--- config.mk ---
export PLATFORM = sky130hd
export DESIGN_NAME = flashEraseSeq
export DESIGN_NICKNAME = d
export VERILOG_FILES = /design/src/rtl/flashSeqPkg.sv /design/src/rtl/flashSeqCtrl.sv /design/src/rtl/flashSeqData.sv /design/src/rtl/flashEraseSeq.sv
export SDC_FILE = /design/constraint.sdc
export NUM_CORES = 1
export LEC_CHECK = 0
export BUFFER_PORTS_ARGS = -buffer_cell sky130_fd_sc_hd__buf_4
export CORE_UTILIZATION = 50
export DETAILED_ROUTE_END_ITERATION = 10
export PLACE_DENSITY_LB_ADDON = 0.15
export RECOVER_POWER = 50
export SYNTH_ARGS = -nofsm -noshare
export SYNTH_HDL_FRONTEND = slang
export SYNTH_SLANG_ARGS = --single-unit
--- constraint.sdc ---
create_clock -name clk -period 2.25 [get_ports clk]
set_input_delay 0.1125 -clock clk [delete_from_list [all_inputs] [get_ports clk]]
set_output_delay 0.1125 -clock clk [all_outputs]
set_load 0.03 [all_outputs]
--- src/rtl/flashSeqPkg.sv ---
package flashSeqPkg;

  typedef enum logic [2:0] {
    OP_IDLE,
    OP_WINDOW,
    OP_ERASE,
    OP_SPEND,
    OP_SUSP
  } opState_e;

  typedef enum logic [2:0] {
    ST_READ,
    ST_UNL1,
    ST_UNL2,
    ST_SETUP,
    ST_UNL3,
    ST_UNL4,
    ST_PDATA
  } cmdStep_e;

  // strobes and levels from control to datapath
  typedef struct packed {
    logic selClear;
    logic selAdd;
    logic winRestart;
    logic windowOpen;
    logic eraseLoad;
    logic eraseRun;
    logic suspLoad;
    logic suspRun;
    logic progLoad;
    logic statusEn;
    logic suspFlag;
  } seqStrobes_t;

  localparam logic [7:0]  CMD_UNLOCK_A = 8'hAA;
  localparam logic [7:0]  CMD_UNLOCK_B = 8'h55;
  localparam logic [7:0]  CMD_SETUP    = 8'h80;
  localparam logic [7:0]  CMD_ERASE_GO = 8'h30;
  localparam logic [7:0]  CMD_SUSPEND  = 8'hB0;
  localparam logic [7:0]  CMD_PROGRAM  = 8'hA0;
  localparam logic [11:0] ADDR_KEY_A   = 12'h555;
  localparam logic [11:0] ADDR_KEY_B   = 12'h2AA;

endpackage

--- src/rtl/flashSeqCtrl.sv ---
module flashSeqCtrl
  import flashSeqPkg::*;
#(
  parameter int ADDR_W = 20
) (
  input  logic              clk,
  input  logic              rstN,
  input  logic              wrEn,
  input  logic [ADDR_W-1:0] wrAddr,
  input  logic [7:0]        wrData,
  input  logic              winDone,
  input  logic              eraseLast,
  input  logic              suspLast,
  input  logic              progBusy,
  input  logic              wrHitSel,
  output seqStrobes_t       str,
  output logic              ready,
  output logic              windowClosed,
  output logic              eraseActive,
  output logic              suspended
);

  opState_e opState, nextOp;
  cmdStep_e cmdStep, nextStep;

  logic atKeyA, atKeyB, unlockA, unlockB;

  assign atKeyA  = (wrAddr[11:0] == ADDR_KEY_A);
  assign atKeyB  = (wrAddr[11:0] == ADDR_KEY_B);
  assign unlockA = atKeyA && (wrData == CMD_UNLOCK_A);
  assign unlockB = atKeyB && (wrData == CMD_UNLOCK_B);

  always_comb begin
    str            = '0;
    nextOp         = opState;
    nextStep       = cmdStep;
    str.statusEn   = (opState != OP_IDLE);
    str.suspFlag   = (opState == OP_SUSP);
    str.windowOpen = (opState == OP_WINDOW);
    str.suspRun    = (opState == OP_SPEND);
    case (opState)
      OP_WINDOW: begin
        if (wrEn) begin
          if (wrData == CMD_ERASE_GO) begin
            str.selAdd     = 1'b1;
            str.winRestart = 1'b1;
          end else if (wrData == CMD_SUSPEND) begin
            nextOp        = OP_SUSP;
            str.eraseLoad = 1'b1;
          end else begin
            nextOp       = OP_IDLE;
            str.selClear = 1'b1;
          end
        end else if (winDone) begin
          nextOp        = OP_ERASE;
          str.eraseLoad = 1'b1;
        end
      end
      OP_ERASE: begin
        if (wrEn && (wrData == CMD_SUSPEND)) begin
          nextOp       = OP_SPEND;
          str.suspLoad = 1'b1;
        end else begin
          str.eraseRun = 1'b1;
          if (eraseLast) begin
            nextOp       = OP_IDLE;
            str.selClear = 1'b1;
          end
        end
      end
      OP_SPEND: begin
        if (suspLast) nextOp = OP_SUSP;
      end
      default: begin
        if (wrEn && !progBusy) begin
          nextStep = ST_READ;
          case (cmdStep)
            ST_READ: begin
              if (unlockA) nextStep = ST_UNL1;
              else if ((opState == OP_SUSP) && (wrData == CMD_ERASE_GO)) nextOp = OP_ERASE;
            end
            ST_UNL1: if (unlockB) nextStep = ST_UNL2;
            ST_UNL2: begin
              if (atKeyA && (wrData == CMD_SETUP) && (opState == OP_IDLE)) nextStep = ST_SETUP;
              else if (atKeyA && (wrData == CMD_PROGRAM)) nextStep = ST_PDATA;
            end
            ST_SETUP: if (unlockA) nextStep = ST_UNL3;
            ST_UNL3:  if (unlockB) nextStep = ST_UNL4;
            ST_UNL4: begin
              if (wrData == CMD_ERASE_GO) begin
                nextOp         = OP_WINDOW;
                str.selAdd     = 1'b1;
                str.winRestart = 1'b1;
              end
            end
            ST_PDATA: begin
              if ((opState == OP_IDLE) || !wrHitSel) str.progLoad = 1'b1;
            end
            default: nextStep = ST_READ;
          endcase
        end
      end
    endcase
  end

  always_ff @(posedge clk or negedge rstN) begin
    if (!rstN) begin
      opState <= OP_IDLE;
      cmdStep <= ST_READ;
    end else begin
      opState <= nextOp;
      cmdStep <= nextStep;
    end
  end

  always_comb begin
    ready        = !((opState == OP_WINDOW) || (opState == OP_ERASE) || (opState == OP_SPEND)) && !progBusy;
    windowClosed = (opState != OP_WINDOW);
    eraseActive  = (opState == OP_ERASE);
    suspended    = (opState == OP_SUSP);
  end

  // suspend during the window takes effect in the next cycle
  a_r7_window_suspend_now: assert property (@(posedge clk) disable iff (!rstN)
    (opState == OP_WINDOW && wrEn && wrData == CMD_SUSPEND) |=> (suspended && ready));

  // erase ignores every write except suspend
  a_r6_erase_ignores_writes: assert property (@(posedge clk) disable iff (!rstN)
    (opState == OP_ERASE && wrEn && wrData != CMD_SUSPEND && !eraseLast) |=> eraseActive);

  // suspend pending keeps the block busy
  a_r8_pending_is_busy: assert property (@(posedge clk) disable iff (!rstN)
    (opState == OP_SPEND) |-> !ready);

  // a foreign command inside the window aborts to read mode
  a_r4_window_abort: assert property (@(posedge clk) disable iff (!rstN)
    (opState == OP_WINDOW && wrEn && wrData != CMD_ERASE_GO && wrData != CMD_SUSPEND)
      |=> (ready && windowClosed && !suspended));

endmodule

--- src/rtl/flashSeqData.sv ---
module flashSeqData
  import flashSeqPkg::*;
#(
  parameter int ADDR_W       = 20,
  parameter int SECT_W       = 4,
  parameter int WIN_CYC      = 2500,
  parameter int SUSP_CYC     = 1000,
  parameter int ERASE_CYCLES = 100000,
  parameter int PROG_CYCLES  = 350
) (
  input  logic                   clk,
  input  logic                   rstN,
  input  seqStrobes_t            str,
  input  logic                   rdEn,
  input  logic [ADDR_W-1:0]      wrAddr,
  input  logic [7:0]             wrData,
  input  logic [ADDR_W-1:0]      rdAddr,
  output logic                   winDone,
  output logic                   eraseLast,
  output logic                   suspLast,
  output logic                   progBusy,
  output logic                   wrHitSel,
  output logic [(1<<SECT_W)-1:0] eraseSel,
  output logic                   rdStatusSel,
  output logic [7:0]             rdStatus,
  output logic                   arrayWrEn,
  output logic [ADDR_W-1:0]      arrayWrAddr,
  output logic [7:0]             arrayWrData
);

  localparam int NSECT  = 1 << SECT_W;
  localparam int WIN_W  = $clog2(WIN_CYC + 1);
  localparam int SUSP_W = $clog2(SUSP_CYC + 1);
  localparam int ER_W   = $clog2(ERASE_CYCLES + 1);
  localparam int PR_W   = $clog2(PROG_CYCLES + 1);
  localparam logic [WIN_W-1:0]  WIN_LAST  = WIN_W'(WIN_CYC - 1);
  localparam logic [SUSP_W-1:0] SUSP_INIT = SUSP_W'(SUSP_CYC);
  localparam logic [ER_W-1:0]   ER_INIT   = ER_W'(ERASE_CYCLES);
  localparam logic [PR_W-1:0]   PR_INIT   = PR_W'(PROG_CYCLES);

  logic [SECT_W-1:0] wrSector, rdSector;
  logic [WIN_W-1:0]  winCnt;
  logic [SUSP_W-1:0] suspCnt;
  logic [ER_W-1:0]   eraseCnt;
  logic [PR_W-1:0]   progCnt;
  logic              tog2, tog6;

  assign wrSector = wrAddr[ADDR_W-1 -: SECT_W];
  assign rdSector = rdAddr[ADDR_W-1 -: SECT_W];

  // one selection flop per sector
  for (genvar s = 0; s < NSECT; s++) begin : gSel
    logic selQ;
    always_ff @(posedge clk or negedge rstN) begin
      if (!rstN)                                              selQ <= 1'b0;
      else if (str.selClear)                                  selQ <= 1'b0;
      else if (str.selAdd && (wrSector == SECT_W'(s)))        selQ <= 1'b1;
    end
    assign eraseSel[s] = selQ;
  end

  assign wrHitSel    = eraseSel[wrSector];
  assign rdStatusSel = str.statusEn && eraseSel[rdSector];

  always_ff @(posedge clk or negedge rstN) begin
    if (!rstN)               winCnt <= '0;
    else if (str.winRestart) winCnt <= '0;
    else if (str.windowOpen) winCnt <= winCnt + 1'b1;
  end
  assign winDone = str.windowOpen && (winCnt == WIN_LAST);

  always_ff @(posedge clk or negedge rstN) begin
    if (!rstN)              eraseCnt <= '0;
    else if (str.eraseLoad) eraseCnt <= ER_INIT;
    else if (str.eraseRun)  eraseCnt <= eraseCnt - 1'b1;
  end
  assign eraseLast = (eraseCnt == ER_W'(1));

  always_ff @(posedge clk or negedge rstN) begin
    if (!rstN)             suspCnt <= '0;
    else if (str.suspLoad) suspCnt <= SUSP_INIT;
    else if (str.suspRun)  suspCnt <= suspCnt - 1'b1;
  end
  assign suspLast = (suspCnt == SUSP_W'(1));

  always_ff @(posedge clk or negedge rstN) begin
    if (!rstN)             progCnt <= '0;
    else if (str.progLoad) progCnt <= PR_INIT;
    else if (progCnt != '0) progCnt <= progCnt - 1'b1;
  end
  assign progBusy = (progCnt != '0);

  always_ff @(posedge clk or negedge rstN) begin
    if (!rstN) begin
      arrayWrEn   <= 1'b0;
      arrayWrAddr <= '0;
      arrayWrData <= '0;
    end else begin
      arrayWrEn <= str.progLoad;
      if (str.progLoad) begin
        arrayWrAddr <= wrAddr;
        arrayWrData <= wrData;
      end
    end
  end

  always_ff @(posedge clk or negedge rstN) begin
    if (!rstN) begin
      tog2 <= 1'b0;
      tog6 <= 1'b0;
    end else if (rdEn && rdStatusSel) begin
      tog2 <= ~tog2;
      if (!str.suspFlag) tog6 <= ~tog6;
    end
  end

  assign rdStatus = {str.suspFlag, tog6, 2'b00, !str.windowOpen, tog2, 2'b00};

  // an added sector is visible in the selection next cycle
  a_r3_add_sets_bit: assert property (@(posedge clk) disable iff (!rstN)
    str.selAdd |=> eraseSel[$past(wrSector)]);

  // program strobe lasts a single cycle
  a_r11_single_pulse: assert property (@(posedge clk) disable iff (!rstN)
    arrayWrEn |=> !arrayWrEn);

  // erase progress frozen outside active erase
  a_r8_erase_frozen: assert property (@(posedge clk) disable iff (!rstN)
    (!str.eraseRun && !str.eraseLoad) |=> $stable(eraseCnt));

  // status only returned for a non-empty selection
  a_r10_status_needs_sel: assert property (@(posedge clk) disable iff (!rstN)
    rdStatusSel |-> (eraseSel != '0));

endmodule

--- src/rtl/flashEraseSeq.sv ---
module flashEraseSeq
  import flashSeqPkg::*;
#(
  parameter int ADDR_W       = 20,
  parameter int SECT_W       = 4,
  parameter int CLK_MHZ      = 50,
  parameter int WINDOW_US    = 50,
  parameter int SUSP_US      = 20,
  parameter int ERASE_CYCLES = 100000,
  parameter int PROG_CYCLES  = 350
) (
  input  logic                   clk,
  input  logic                   rstN,
  input  logic                   wrEn,
  input  logic [ADDR_W-1:0]      wrAddr,
  input  logic [7:0]             wrData,
  input  logic                   rdEn,
  input  logic [ADDR_W-1:0]      rdAddr,
  output logic                   ready,
  output logic                   windowClosed,
  output logic                   eraseActive,
  output logic                   suspended,
  output logic [(1<<SECT_W)-1:0] eraseSel,
  output logic                   rdStatusSel,
  output logic [7:0]             rdStatus,
  output logic                   arrayWrEn,
  output logic [ADDR_W-1:0]      arrayWrAddr,
  output logic [7:0]             arrayWrData
);

  localparam int WIN_CYC  = CLK_MHZ * WINDOW_US;
  localparam int SUSP_CYC = CLK_MHZ * SUSP_US;

  seqStrobes_t str;
  logic winDone, eraseLast, suspLast, progBusy, wrHitSel;

  flashSeqCtrl #(.ADDR_W(ADDR_W)) i_ctrl (
    .clk(clk), .rstN(rstN), .wrEn(wrEn), .wrAddr(wrAddr), .wrData(wrData),
    .winDone(winDone), .eraseLast(eraseLast), .suspLast(suspLast),
    .progBusy(progBusy), .wrHitSel(wrHitSel), .str(str),
    .ready(ready), .windowClosed(windowClosed),
    .eraseActive(eraseActive), .suspended(suspended)
  );

  flashSeqData #(
    .ADDR_W(ADDR_W), .SECT_W(SECT_W), .WIN_CYC(WIN_CYC), .SUSP_CYC(SUSP_CYC),
    .ERASE_CYCLES(ERASE_CYCLES), .PROG_CYCLES(PROG_CYCLES)
  ) i_data (
    .clk(clk), .rstN(rstN), .str(str), .rdEn(rdEn),
    .wrAddr(wrAddr), .wrData(wrData), .rdAddr(rdAddr),
    .winDone(winDone), .eraseLast(eraseLast), .suspLast(suspLast),
    .progBusy(progBusy), .wrHitSel(wrHitSel), .eraseSel(eraseSel),
    .rdStatusSel(rdStatusSel), .rdStatus(rdStatus),
    .arrayWrEn(arrayWrEn), .arrayWrAddr(arrayWrAddr), .arrayWrData(arrayWrData)
  );

endmodule

# == Yosys cells after proc, flatten, opt, wreduce, memory -nomap -nowiden ==
# Index checks and enable logic that the tools add are counted.
# classes
bitwise,4
n_addsub,4
magnitude_cmp,2
n_mux,86
eq_ne,44
n_reduce_logical,67
# op_table
operator,n
$mux 1,50
$mux 3,16
$reduce_bool 2->1,20
$mux 17,2
$eq 4x4->1 const B,8
$eq 8x8->1 const B,4
$logic_and 1x1->1,28
$mux 12,2
$mux 10,2
$mux 9,2
$eq 17x1->1 const B,1
$sub 17x1->17 const B,1
$eq 4x3->1 const B,4
$pmux 3 s5,1
$add 12x1->12 const B,1
$eq 12x10->1 const B,1
$eq 12x11->1 const B,1
$eq 12x12->1 const B,1
$eq 3x2->1 const B,4
$eq 3x3->1 const B,4
$eq 10x1->1 const B,1
$lt 4x5->1 const B,2
$mux 2,5
$ne 5x2->1 const B,2
other kinds (29),44
# word_totals
in_bits,52
output_inout_bits,58
reg_bits,101
wordCells,234

# == Longest topological paths before layout ==
# Gate-level depths: netlist of run 1.
# logic_depth
depth_word,9
depth_mapped,10
ltp_nobuf,7

# == By module ==
# From an unflattened synthesis of run 1, not the netlist that was laid out.
# unflattened
cells_unflattened,523
hier_area_um2,5373.9
# modules_own_cells
module,cells_per_inst,area_per_inst_um2,n_inst,seq_area_each_um2
flashSeqData,427,4658.2,1,2377.3
flashSeqCtrl,96,715.7,1,150.1

# == Worst setup path after synthesis of run 1 ==
# OpenSTA, ideal clock, no wires.
# synth_path
path_type,flip-flop to flip-flop
startpoint,reg i_data.progCnt[0]
endpoint,reg i_data.arrayWrAddr[0]
required_time_ns,2.125
setup_ns,0.125
stages_incl_launch_ff,11
synth_period_minus_slack_ns,2.301
slack_ns,-0.051
n_path_buf,3
t_arrival_ns,2.175
path_cell_list,dfrtp_1 -> inv_1 -> ha_1 -> nor4b_4 -> and4b_1 -> buf_4 -> nand3_2 -> a311o_1 -> buf_6 -> buf_12 -> mux2_4
# synth_via
elab_chain_len,5
# synth_lines
element,line,rtl
from (decl),flashSeqData.sv:45,logic [PR_W-1:0] progCnt;
from (signal assigned),flashSeqData.sv:89,else if (progCnt != '0) progCnt <= progCnt - 1'b1;
$reduce_bool 9->1,flashSeqData.sv:91,assign progBusy = (progCnt != '0);
$logic_not 1->1,flashSeqCtrl.sv:75,if (wrEn && !progBusy) begin
$logic_and 1x1->1,flashSeqCtrl.sv:75,
$mux 1,flashSeqCtrl.sv:75,
$mux 1,flashSeqCtrl.sv:41,case (opState)
to (signal assigned),flashSeqData.sv:101,arrayWrAddr <= wrAddr;
to (decl),flashSeqData.sv:27,"output logic [ADDR_W-1:0] arrayWrAddr,"
# No other way between the ends.
# A chain may end at the register's enable or synchronous reset.

# == Worst setup path after layout of run 1 ==
# layout_path
startpoint,reg i_data.eraseCnt[5]
endpoint,reg i_data.gSel[2].selQ
# layout_via
elab_chain_len,5
word_cells_on_any_way,6
cone_classes,eq/ne: 1; mux: 4; reduce/logical: 1
# layout_lines
element,line,rtl
from (decl),flashSeqData.sv:44,logic [ER_W-1:0] eraseCnt;
from (signal assigned),flashSeqData.sv:75,else if (str.eraseRun) eraseCnt <= eraseCnt - 1'b1;
$eq 17x1->1 (*),flashSeqData.sv:77,assign eraseLast = (eraseCnt == ER_W'(1));
$mux 1 (*),flashSeqCtrl.sv:65,if (eraseLast) begin
$mux 1 (*),flashSeqCtrl.sv:60,if (wrEn && (wrData == CMD_SUSPEND)) begin
$pmux 1 s2 (*),flashSeqCtrl.sv:41,
$mux 1 or $reduce_bool 2->1 (tied branches),n/a,
to (signal assigned),flashSeqData.sv:55,if (!rstN) selQ <= 1'b0;
to (signal assigned),flashSeqData.sv:56,else if (str.selClear) selQ <= 1'b0;
to (signal assigned),flashSeqData.sv:57,else if (str.selAdd && (wrSector == SECT_W'(s))) selQ <= 1'b1;
to (decl),flashSeqData.sv:53,logic selQ;
# Mark *: on every way between the ends. The rest lies on a longest branch, timed or not.

==> results.yml, run 1 <==
clocking:
  htreeDepth: 3
  clk_pin_slew_ns: 0.10
  clockBufferDepth: 2
  cts_tree: "done"
  numCtsBuffers: 9
  clock-root-buffer: "clkbuf_8"
  clk_latency_ns: 0.38
  clock-sinks: 101
global_routing:
  grt_util_met3: 0.03692
  grt_pass1_wl_um: 21600
  grt_max_degree: 66
  grt_util_all_layers: 0.2430
  antenna_found_initial: 0
  grt-ovfl-total: 0
  grtUsageMet1: 0.3270
  busiest_layer: "met2"
  grt_pass1_vias: 4331
  grt_use_met2: 0.3910
layout:
  fin_cells: 786
  n_fill_cell: 930
  n_antenna_cell: 0
  final_nets: 702
  drive_gt1_frac: 0.2663
  syn_to_final_growth_pct: 22.30
yosys:
  synth-xor-area-share: 0.05811
  synth-compound-area-share: 0.07898
  syn_area_per_cell_um2: 10.70
  synth.area.mux_share: 0.1133
  ys_seq_area_frac: 0.4532
  netlist_area_um2: 5577
  ys.flop_type: "dfrtp_1"
  synth-edff-count: 0
  postSynth.asyncResetShare: 1.000
  yosysUniqueCellTypes: 62
  synth_top_family_by_area: "simple AND/OR/NAND/NOR gates"
  yosys.area_share.simple: 0.2131
  ys_warn_count: 0
  synthCells: 521
  synthAdderAreaFrac: 0.01571
  ys_seq_elements: 101
sta:
  final_hold_viol_count: 0
  layout_min_cycle_time_ns: 2.230
  fmax_mhz: 448.4
  max-slew-margin-rel: 0.3628
  final.setup_skew_ns: 0.01345
  finalSetupViolations: 0
  fin_crit_sh: 0.9911
  worst_pin_slew_ns: 0.9558
  slew_viol_final: 0
  rsz0062_at_grt: "true"
placement:
  dp_hpwl_um: 8726
  gp_congestion: 0.8559
  place_inst: 744
  io_buffer_count: 89
worst_setup_path:
  cp_data_required_time_ns: 2.52
  slowest_delay_ns: 0.53
  crit_slowest_cell: "or4_4"
  start_kind: "flip-flop"
  arrival_ns: 2.50
  critical_path.cell_chain: "or4_4 > or3_4 > or4_4 > o22ai_4 > buf_12 > nor2_1"
  end_kind: "flip-flop"
  worstSetupPathType: "reg -> reg"
  worst-path-max-fanout: 16
  cp_common_cell: "or4_4"
floorplan:
  die_area_um2: 11580
  core_um2: 10840
  die_w_um: 107.6
  rows: 38
  fp.dieH_um: 107.6
  io_pins: 110
  initial_utilization: 0.5144
drt:
  routedWlPerCell_um: 16.31
  vias: 4401
  ant_nets: 0
  wl_um: 12820
  firstDrtPassIters: 4
  viasPerCell: 5.599
  initialDrtViolationCount: 252
  drc: 0
run:
  maxCapViolCount: 0
pwr:
  p_leak_nw: 3.151
  power.density_nw_per_um2: 461.3
  peakVddDrop_mv: 0.3587
  total_power_w: 0.003146
run_status:
  outcome: "finished clean"
hold_path:
  hp-class: "in -> reg"
final cells by class:
cell class                      count  area (µm²)  share of cell area
Tap cell                          140       175.2             0.02568
Multi-Input combinational cell    364        2744              0.4023
Inverter                           13       48.80            0.007155
Clock buffer                       12       145.1             0.02128
Clock inverter                      2       35.03            0.005137
Sequential cell                   101        2527              0.3706
Timing Repair Buffer              154        1145              0.1679
per-layer routing:
metal,vias up,share of wire
li1,2071,-
met1,2194,0.45
met2,111,0.49
met3,25,0.035
met4,0,0.024
met5,-,0
registers in the layout, indices dropped and copies added (netlist names):
register,flops
i_data.arrayWrAddr,20
i_data.winCnt,12
i_data.arrayWrData,8
i_data.suspCnt,10
i_ctrl.cmdStep,3
i_data.tog6,1
i_data.progCnt,9
i_data.tog2,1
i_data.gSel.selQ,16
i_ctrl.opState,3
i_data.eraseCnt,17
i_data.arrayWrEn,1
cell usage after synthesis (10+ instances only):
cell,number,area (µm²)
nand2_1,37,138.9
nor3_1,18,90.09
o21ai_0,10,50.05
nand3_1,14,70.07
clkbuf_1,12,45.04
nor4_1,13,81.33
xnor2_1,29,254.0
nor2_1,59,221.5
nor2b_1,12,75.07
a41oi_1,13,113.9
inv_1,13,48.80
dfrtp_1,101,2527
buf_4,25,187.7
mux2_4,22,330.3
worst paths after layout:
check,startpoint,slack (ns),end,cells past startpoint
max,i_data.eraseCnt[5]$_DFFE_PN0P_,0.02,i_data.gSel[2].selQ$_DFFE_PN0P_,6
min,wrAddr[18],0.03,i_data.arrayWrAddr[18]$_DFFE_PN0P_,2
max reg2reg,i_data.eraseCnt[5]$_DFFE_PN0P_,0.02,i_data.gSel[2].selQ$_DFFE_PN0P_,6
min reg2reg,i_data.tog2$_DFFE_PN0P_,0.48,i_data.tog2$_DFFE_PN0P_,1
max in group asynchronous,rstN,0.35,i_data.eraseCnt[3]$_DFFE_PN0P_,3
min in group asynchronous,rstN,0.42,i_data.arrayWrAddr[2]$_DFFE_PN0P_,2
critical path: cells and delay by family (launching register included):
kind	cells	cell delay, ns
and+or+nand+nor	4	1.38
DFF	1	0.39
AOI/OAI and AO/OA	1	0.18
buffers and inverters	1	0.17
logic make-up (layout without fill, tap and decap cells):
group                    count (synthesis)  in the layout
AND/OR/NAND/NOR                        215            215
adder cells (fa/ha/maj)                  7              7
XOR/XNOR                                37             37
multiplexers                            41             41
other                                    1              4
flip-flops                             101            101
AO/OA/AOI/OAI                           60             60
buffers and inverters                   59            181
through the flow:
| stage | TNS [ns] | setup slack, ns | utilization | instance area (µm²) | hold slack, ns |
|---|---|---|---|---|---|
| 6_report | 0 | 0.02003 | 0.6292 | 6820 | 0.03337 |
| 3_3_place_gp | -0.1438 | -0.04847 | 0.5928 | 6426 | 0.1131 |
| 5_1_grt | -3.048 | -0.05605 | 0.6292 | 6820 | 0.04032 |
| 4_1_cts | -0.006686 | -0.006686 | 0.6369 | 6904 | 0.01066 |
| 3_5_place_dp | -0.1800 | -0.06143 | 0.5928 | 6426 | 0.1191 |
| 2_1_floorplan | 0 | 0.003696 | - | 5594 | -0.1831 |
layout by cell type (no fill, tap or decap), types with 4 or more instances in the layout:
master,instances
nor2_1,58
clkbuf_1,32
a31oi_1,5
inv_1,11
nand3_1,14
o21ai_0,10
clkbuf_8,10
a21oi_1,9
xnor2_1,29
dfrtp_1,101
and2_1,5
conb_1,4
or3_1,6
and3_1,6
or4_1,4
a41oi_1,13
buf_6,5
nand4b_1,7
mux2_2,9
ha_1,6
mux4_2,8
mux2_4,22
nor2b_1,11
buf_4,91
nor3_1,18
xor2_1,8
dlygate4sd3_1,24
nor4_1,11
nand2b_1,8
nand2_1,37
power breakdown:
group	switching (W)	total (W)	leakage (nW)	internal (W)
combinational	0.000112	0.000199	1.80	0.0000879
sequential	0	0.00181	1.26	0.00181
clock	0.000601	0.00113	0.0923	0.000533
total	0.000713	0.00315	3.15	0.00243
timing repair:
item	4_1_cts	5_1_grt
hold buffers	24	0
hold endpoints to repair	59	0
pin swaps	0	1
buffers inserted	4	0
resized for setup	6	9
setup endpoints to repair	4	49
Power figures use the tool's default switching activity.
==> run 2, diff against run 1 <==
--- a/config.mk
+++ b/config.mk
@@ -6,9 +6,9 @@
 export NUM_CORES = 1
 export LEC_CHECK = 0
 export BUFFER_PORTS_ARGS = -buffer_cell sky130_fd_sc_hd__buf_4
-export CORE_UTILIZATION = 50
+export CORE_UTILIZATION = 40
 export DETAILED_ROUTE_END_ITERATION = 10
-export PLACE_DENSITY_LB_ADDON = 0.15
+export PLACE_DENSITY = 0.64
 export RECOVER_POWER = 50
 export SYNTH_ARGS = -nofsm -noshare
 export SYNTH_HDL_FRONTEND = slang
==> results.yml, run 2 (synthesized netlist as in run 1, its figures left out) <==
run_status:
  outcome: "finished, violations left"
  violations: "negative setup slack"
global_routing:
  grt_util_all_layers: 0.1954
  grt-ovfl-total: 0
  grt_max_degree: 45
  grt_pass1_wl_um: 21960
  antenna_found_initial: 0
  grt_pass1_vias: 4408
floorplan:
  initial_utilization: 0.4162
  die_w_um: 120.1
  rows: 42
  fp.dieH_um: 120.1
  io_pins: 110
  core_um2: 13400
  die_area_um2: 14420
worst_setup_path:
  rr_startpoint: "i_data.eraseCnt[5]$_DFFE_PN0P_"
  cp_data_required_time_ns: 2.49
  rr_worst_depth: 6
  worst-path-max-fanout: 16
  critical_path.cell_chain: "or4_4 > or3_4 > or4_4 > o22ai_4 > buf_12 > nor2_1"
  end_kind: "flip-flop"
  crit_family: "simple AND/OR/NAND/NOR gates"
  arrival_ns: 2.49
  cp_common_cell: "or4_4"
  rrSetupSlack_ns: -0.002
  slowest_delay_ns: 0.53
  start_kind: "flip-flop"
  worstSetupPathType: "reg -> reg"
  reg2reg_to: "i_data.gSel[8].selQ$_DFFE_PN0P_"
  path_buf_inv: 1
  crit_slowest_cell: "or4_4"
sta:
  final_hold_viol_count: 0
  fin_crit_sh: 1.001
  max-slew-margin-rel: 0.3648
  worst_pin_slew_ns: 0.9528
  setup_slack_ns: -0.001900
  slew_viol_final: 0
  finalSetupViolations: 2
  final.setup_skew_ns: 0.01139
  rsz0062_at_grt: "true"
  fmax_mhz: 444.1
  layout_min_cycle_time_ns: 2.252
layout:
  final_nets: 693
  largest_reg_flops: 20
  syn_to_final_growth_pct: 23.56
  top_register: "i_data.arrayWrAddr"
  reg_top3: "i_data.arrayWrAddr: 20 flops, i_data.eraseCnt: 17 flops, i_data.gSel.selQ: 16 flops"
  drive_gt1_frac: 0.2848
  final_common_cell: "dfrtp_1"
  mostFrequentLayoutCells: "101 x dfrtp_1, 98 x buf_4, 58 x nor2_1, 37 x nand2_1, 29 x xnor2_1"
  n_fill_cell: 1226
  fin_cells: 815
  n_antenna_cell: 0
clocking:
  clock-sinks: 101
  clk_latency_ns: 0.36
  htreeDepth: 3
  clk_pin_slew_ns: 0.07
  clock-root-buffer: "clkbuf_16"
  clockBufferDepth: 2
  numCtsBuffers: 9
  cts_tree: "done"
drt:
  viasPerCell: 5.331
  firstDrtPassIters: 4
  routedWlPerCell_um: 16.21
  drc: 0
  ant_nets: 0
  wl_um: 13210
  initialDrtViolationCount: 265
  vias: 4345
pwr:
  power.density_nw_per_um2: 502.8
  total_power_w: 0.003465
  p_leak_nw: 3.179
  peakVddDrop_mv: 0.3906
placement:
  io_buffer_count: 89
  dp_hpwl_um: 9434
  place_inst: 783
  gp_congestion: 0.8941
run:
  maxCapViolCount: 0
hold_path:
  hp-class: "in -> reg"
  hp-start: "wrData[4]"
  holdPathEnd: "i_data.arrayWrData[4]$_DFFE_PN0P_"
  hold_path_depth: 2
## run 2: changes by cell type in the layout (fill, tap and decap cells not counted), moves of 2 or more
cell,before,now
clkinvlp_4,0,2
clkinv_2,1,3
clkbuf_8,10,1
clkbuf_1,32,24
clkbuf_16,0,9
dlygate4sd3_1,24,15
buf_4,91,98
## run 2: per-layer routing
metal | wire (µm) | share of wire | track usage | up-vias
li1 | - | - | - | 2074
met1 | 5831 | 0.44 | 0.2505 | 2166
met2 | 6680 | 0.51 | 0.3269 | 97
met3 | 595 | 0.045 | 0.04943 | 8
met4 | 101 | 0.0076 | 0.05078 | 0
met5 | 0 | 0 | 0 | -
## run 2: timing repair
action | in CTS | in global routing
pin swaps | 1 | 0
endpoints found under the setup margin | 27 | 51
buffers inserted | 1 | 0
gates resized for setup | 7 | 6
endpoints found under the hold margin | 49 | 0
hold buffers | 15 | 0
## run 2: worst max-delay path by stage
| stage | startpoint | slack [ns] | cells after the start | endpoint |
|---|---|---|---|---|
| floorplan | i_ctrl.opState[1]$_DFFE_PN0P_ | 0.004 | 6 | i_data.eraseCnt[15]$_DFFE_PN0P_ |
| global placement | i_data.eraseCnt[5]$_DFFE_PN0P_ | -0.04 | 6 | i_ctrl.opState[0]$_DFFE_PN0P_ |
| detailed placement | i_data.eraseCnt[5]$_DFFE_PN0P_ | -0.1 | 6 | i_ctrl.opState[1]$_DFFE_PN0P_ |
| CTS | i_data.eraseCnt[5]$_DFFE_PN0P_ | -0.01 | 6 | i_data.gSel[2].selQ$_DFFE_PN0P_ |
| global route | i_data.eraseCnt[5]$_DFFE_PN0P_ | -0.09 | 6 | i_ctrl.opState[1]$_DFFE_PN0P_ |
| finish | i_data.eraseCnt[5]$_DFFE_PN0P_ | -0.002 | 6 | i_data.gSel[8].selQ$_DFFE_PN0P_ |
## run 2: final cells by class
| class | instances | area (µm²) | area share |
|---|---|---|---|
| Multi-Input combinational cell | 364 | 2743 | 0.3980 |
| Inverter | 13 | 48.80 | 0.007082 |
| Tap cell | 176 | 220.2 | 0.03196 |
| Sequential cell | 101 | 2527 | 0.3668 |
| Clock buffer | 10 | 239.0 | 0.03468 |
| Timing Repair Buffer | 145 | 1074 | 0.1558 |
| Clock inverter | 6 | 38.79 | 0.005629 |
## run 2: power breakdown
part	total, W	switching, W	internal, W
sequential	0.00181	0	0.00181
combinational	0.000189	0.000110	0.0000786
clock	0.00146	0.000685	0.000776
total	0.00346	0.000796	0.00267
## run 2: metrics by stage
step | cell area, µm² | setup TNS (ns) | utilization | setup slack, ns | hold slack [ns]
after floorplan | 5594 | 0 | - | 0.003696 | -0.1831
after CTS | 6963 | -0.1253 | 0.5196 | -0.01179 | 0.002327
final | 6890 | -0.003464 | 0.5142 | -0.001900 | 0.01680
after global placement | 6494 | -0.1110 | 0.4846 | -0.03866 | 0.1063
after global routing | 6890 | -2.721 | 0.5142 | -0.09075 | 0.007967
after detailed placement | 6494 | -0.4293 | 0.4846 | -0.09838 | 0.1142
==> run 3, diff against run 2 <==
--- a/config.mk
+++ b/config.mk
@@ -8,8 +8,9 @@
 export BUFFER_PORTS_ARGS = -buffer_cell sky130_fd_sc_hd__buf_4
 export CORE_UTILIZATION = 40
 export DETAILED_ROUTE_END_ITERATION = 10
-export PLACE_DENSITY = 0.64
+export PLACE_DENSITY = 0.65
 export RECOVER_POWER = 50
 export SYNTH_ARGS = -nofsm -noshare
 export SYNTH_HDL_FRONTEND = slang
+export SYNTH_HIERARCHICAL = 1
 export SYNTH_SLANG_ARGS = --single-unit
==> results.yml, run 3 <==
drt:
  ant_nets: 0
  vias: 4593
  wl_um: 13900
  drc: 0
  initialDrtViolationCount: 338
  firstDrtPassIters: 4
  viasPerCell: 5.190
  routedWlPerCell_um: 15.71
layout:
  top_register: "i_data/arrayWrAddr"
  syn_to_final_growth_pct: 43.86
  largest_reg_flops: 20
  n_antenna_cell: 0
  final_nets: 766
  mostFrequentLayoutCells: "174 x buf_4, 100 x dfrtp_1, 58 x nor2_1, 26 x mux2_4"
  drive_gt1_frac: 0.4194
  final_common_cell: "buf_4"
  fin_cells: 885
  utilization: 0.6004
  reg_top3: "i_data/arrayWrAddr: 20 flops, i_data/eraseCnt: 17 flops, i_data/gSel.selQ: 16 flops"
  n_fill_cell: 1076
pwr:
  power.internal_w: 0.002852
  peakVddDrop_mv: 0.5914
  p_leak_nw: 3.747
  p_clk_frac: 0.446
  total_power_w: 0.003637
  netSwitchingFraction: 0.2158
  power.density_nw_per_um2: 470.5
  combPwrFrac: 0.055
  power_frac_seq: 0.499
  p_sw_w: 0.0007850
global_routing:
  grt_util_met3: 0.05378
  busiest_layer: "met2"
  grt_pass1_vias: 4591
  grt_max_degree: 46
  antenna_found_initial: 0
  grtUsageMet1: 0.2595
  grt_util_all_layers: 0.2053
  grt-ovfl-total: 0
  grt_pass1_wl_um: 22640
  grt_use_met2: 0.3404
clocking:
  numCtsBuffers: 9
  clock-root-buffer: "clkbuf_16"
  clk_pin_slew_ns: 0.07
  htreeDepth: 3
  clockBufferDepth: 2
  clk_latency_ns: 0.36
  cts_tree: "done"
  clock-sinks: 101
sta:
  hold_ws_ns: 0.01346
  rsz0062_at_grt: "true"
  slew_viol_final: 0
  final.setup_skew_ns: 0.01354
  final_hold_viol_count: 0
  setup_slack_ns: -0.3784
  fmax_mhz: 380.5
  fin_crit_sh: 1.168
  worst_pin_slew_ns: 1.121
  layout_min_cycle_time_ns: 2.628
  max-slew-margin-rel: 0.2525
  finalSetupViolations: 75
placement:
  gp_congestion: 0.8606
  place_inst: 831
  dp_hpwl_um: 9655
  place_ws_ns: -0.3736
  io_buffer_count: 89
yosys:
  syn_area_per_cell_um2: 10.28
  ys.flop_type: "dfrtp_1"
  synth-edff-count: 0
  synthCells: 523
  ys_seq_elements: 101
  ys_seq_area_frac: 0.4703
  netlist.top_cell.by_area: "dfrtp_1"
  netlist_area_um2: 5374
  yosysUniqueCellTypes: 66
  synth_area_leaders: "dfrtp_1 47%, mux2_2 5.4%, nor2_1 4.4%"
  ys_warn_count: 6
  postSynth.asyncResetShare: 1.000
  synth_commonest_cells: "101 x dfrtp_1, 63 x nor2_1, 26 x mux2_2, 25 x a21oi_1, 25 x buf_4"
  yosysTopAreaCellShare: 0.4703
  yosys.cell_count.top_type: "dfrtp_1"
floorplan:
  die_area_um2: 13900
  io_pins: 110
  initial_utilization: 0.4174
  die_w_um: 117.9
  rows: 41
  core_um2: 12880
  fp.dieH_um: 117.9
worst_setup_path:
  rr_worst_depth: 11
  slowest_delay_ns: 0.48
  end_kind: "flip-flop"
  crit_slowest_cell: "or4b_4"
  rr_startpoint: "i_data/progCnt[1]$_DFFE_PN0P_"
  cp-startpoint: "i_data/progCnt[1]$_DFFE_PN0P_"
  arrival_ns: 2.86
  critical_path.cell_chain: "inv_2 > ha_4 > or4b_4 > nor3_4 > inv_2 > nor3b_2 > nand2_2 > a2111oi_4 > buf_4 > buf_12 > mux2_2"
  cp_common_cell: "inv_2"
  start_kind: "flip-flop"
  cp_data_required_time_ns: 2.48
  worstSetupPathType: "reg -> reg"
  worst-path-max-fanout: 13
hold_path:
  hp-class: "in -> reg"
  hold_path_depth: 2
  hp-start: "wrAddr[8]"
run_status:
  outcome: "finished, violations left"
  violations: "negative setup slack"
run:
  maxCapViolCount: 0
[run 3: cells by family after synthesis]
kind of cell / share of synthesized area
muxes: 0.1027
adders and majority gates: 0.01397
xor gates and xnor gates: 0.05378
and+or+nand+nor: 0.2040
AOI/OAI and AO/OA: 0.09010
other: 0.0006978
buffers and inverters: 0.06449
DFF: 0.4703
[run 3: stage by stage]
stage / instance area, µm² / setup TNS, ns
3_3_place_gp: 6939 / -14.29
4_1_cts: 7626 / -17.73
2_1_floorplan: 5705 / -18.42
6_report: 7731 / -17.12
3_5_place_dp: 6939 / -18.07
5_1_grt: 7731 / -27.89
[run 3: cell type report]
cell class / instances / area, µm² / share of cell area
inverters: 17 / 63.81 / 0.008254
well taps: 172 / 215.2 / 0.02784
repair buffers: 219 / 1669 / 0.2159
multi-input cells: 360 / 2942 / 0.3805
clock buffers: 13 / 270.3 / 0.03496
clock inverters: 3 / 42.54 / 0.005503
flip-flops and latches: 101 / 2529 / 0.3271
[run 3: power groups by stage]
stage / registers (W) / clock network [W] / logic, W
after floorplan: 0.00185 / 0 / 0.0000666
after global placement: 0.00185 / 0 / 0.000175
after detailed placement: 0.00185 / 0 / 0.000179
after CTS: 0.00182 / 0.00167 / 0.000201
after global routing: 0.00181 / 0.00174 / 0.000218
final: 0.00182 / 0.00162 / 0.000200
[run 3: final timing paths]
path / to / slack [ns]
max: i_data/arrayWrAddr[13]$_DFFE_PN0P_ / -0.38
min: i_data/arrayWrAddr[8]$_DFFE_PN0P_ / 0.01
max reg2reg: i_data/arrayWrAddr[13]$_DFFE_PN0P_ / -0.38
min reg2reg: i_data/tog6$_DFFE_PN0P_ / 0.47
max in group asynchronous: i_data/eraseCnt[13]$_DFFE_PN0P_ / 0.50
min in group asynchronous: i_data/gSel[1].selQ$_DFFE_PN0P_ / 0.50
[run 3: timing repair]
| action | 4_1_cts | 5_1_grt |
|---|---|---|
| resized for setup | 30 | 20 |
| endpoints found under the setup margin | 76 | 88 |
| setup buffers | 13 | 10 |
| cloned | 1 | 1 |
| pin swaps | 29 | 17 |
| endpoints found under the hold margin | 55 | 0 |
| hold buffers | 15 | 0 |
[run 3: worst max-delay path: cells and delay by family (launching register included)]
kind,cells,cell delay (ns)
simple gates,4,0.96
buf+inv,4,0.49
flops,1,0.39
mux,1,0.34
compound gates,1,0.21
fa+ha+maj,1,0.12
[run 3: metal layers]
metal,share of wire,up-vias
met5,0,-
met4,0.019,0
met3,0.040,24
met2,0.50,96
met1,0.44,2288
li1,-,2185
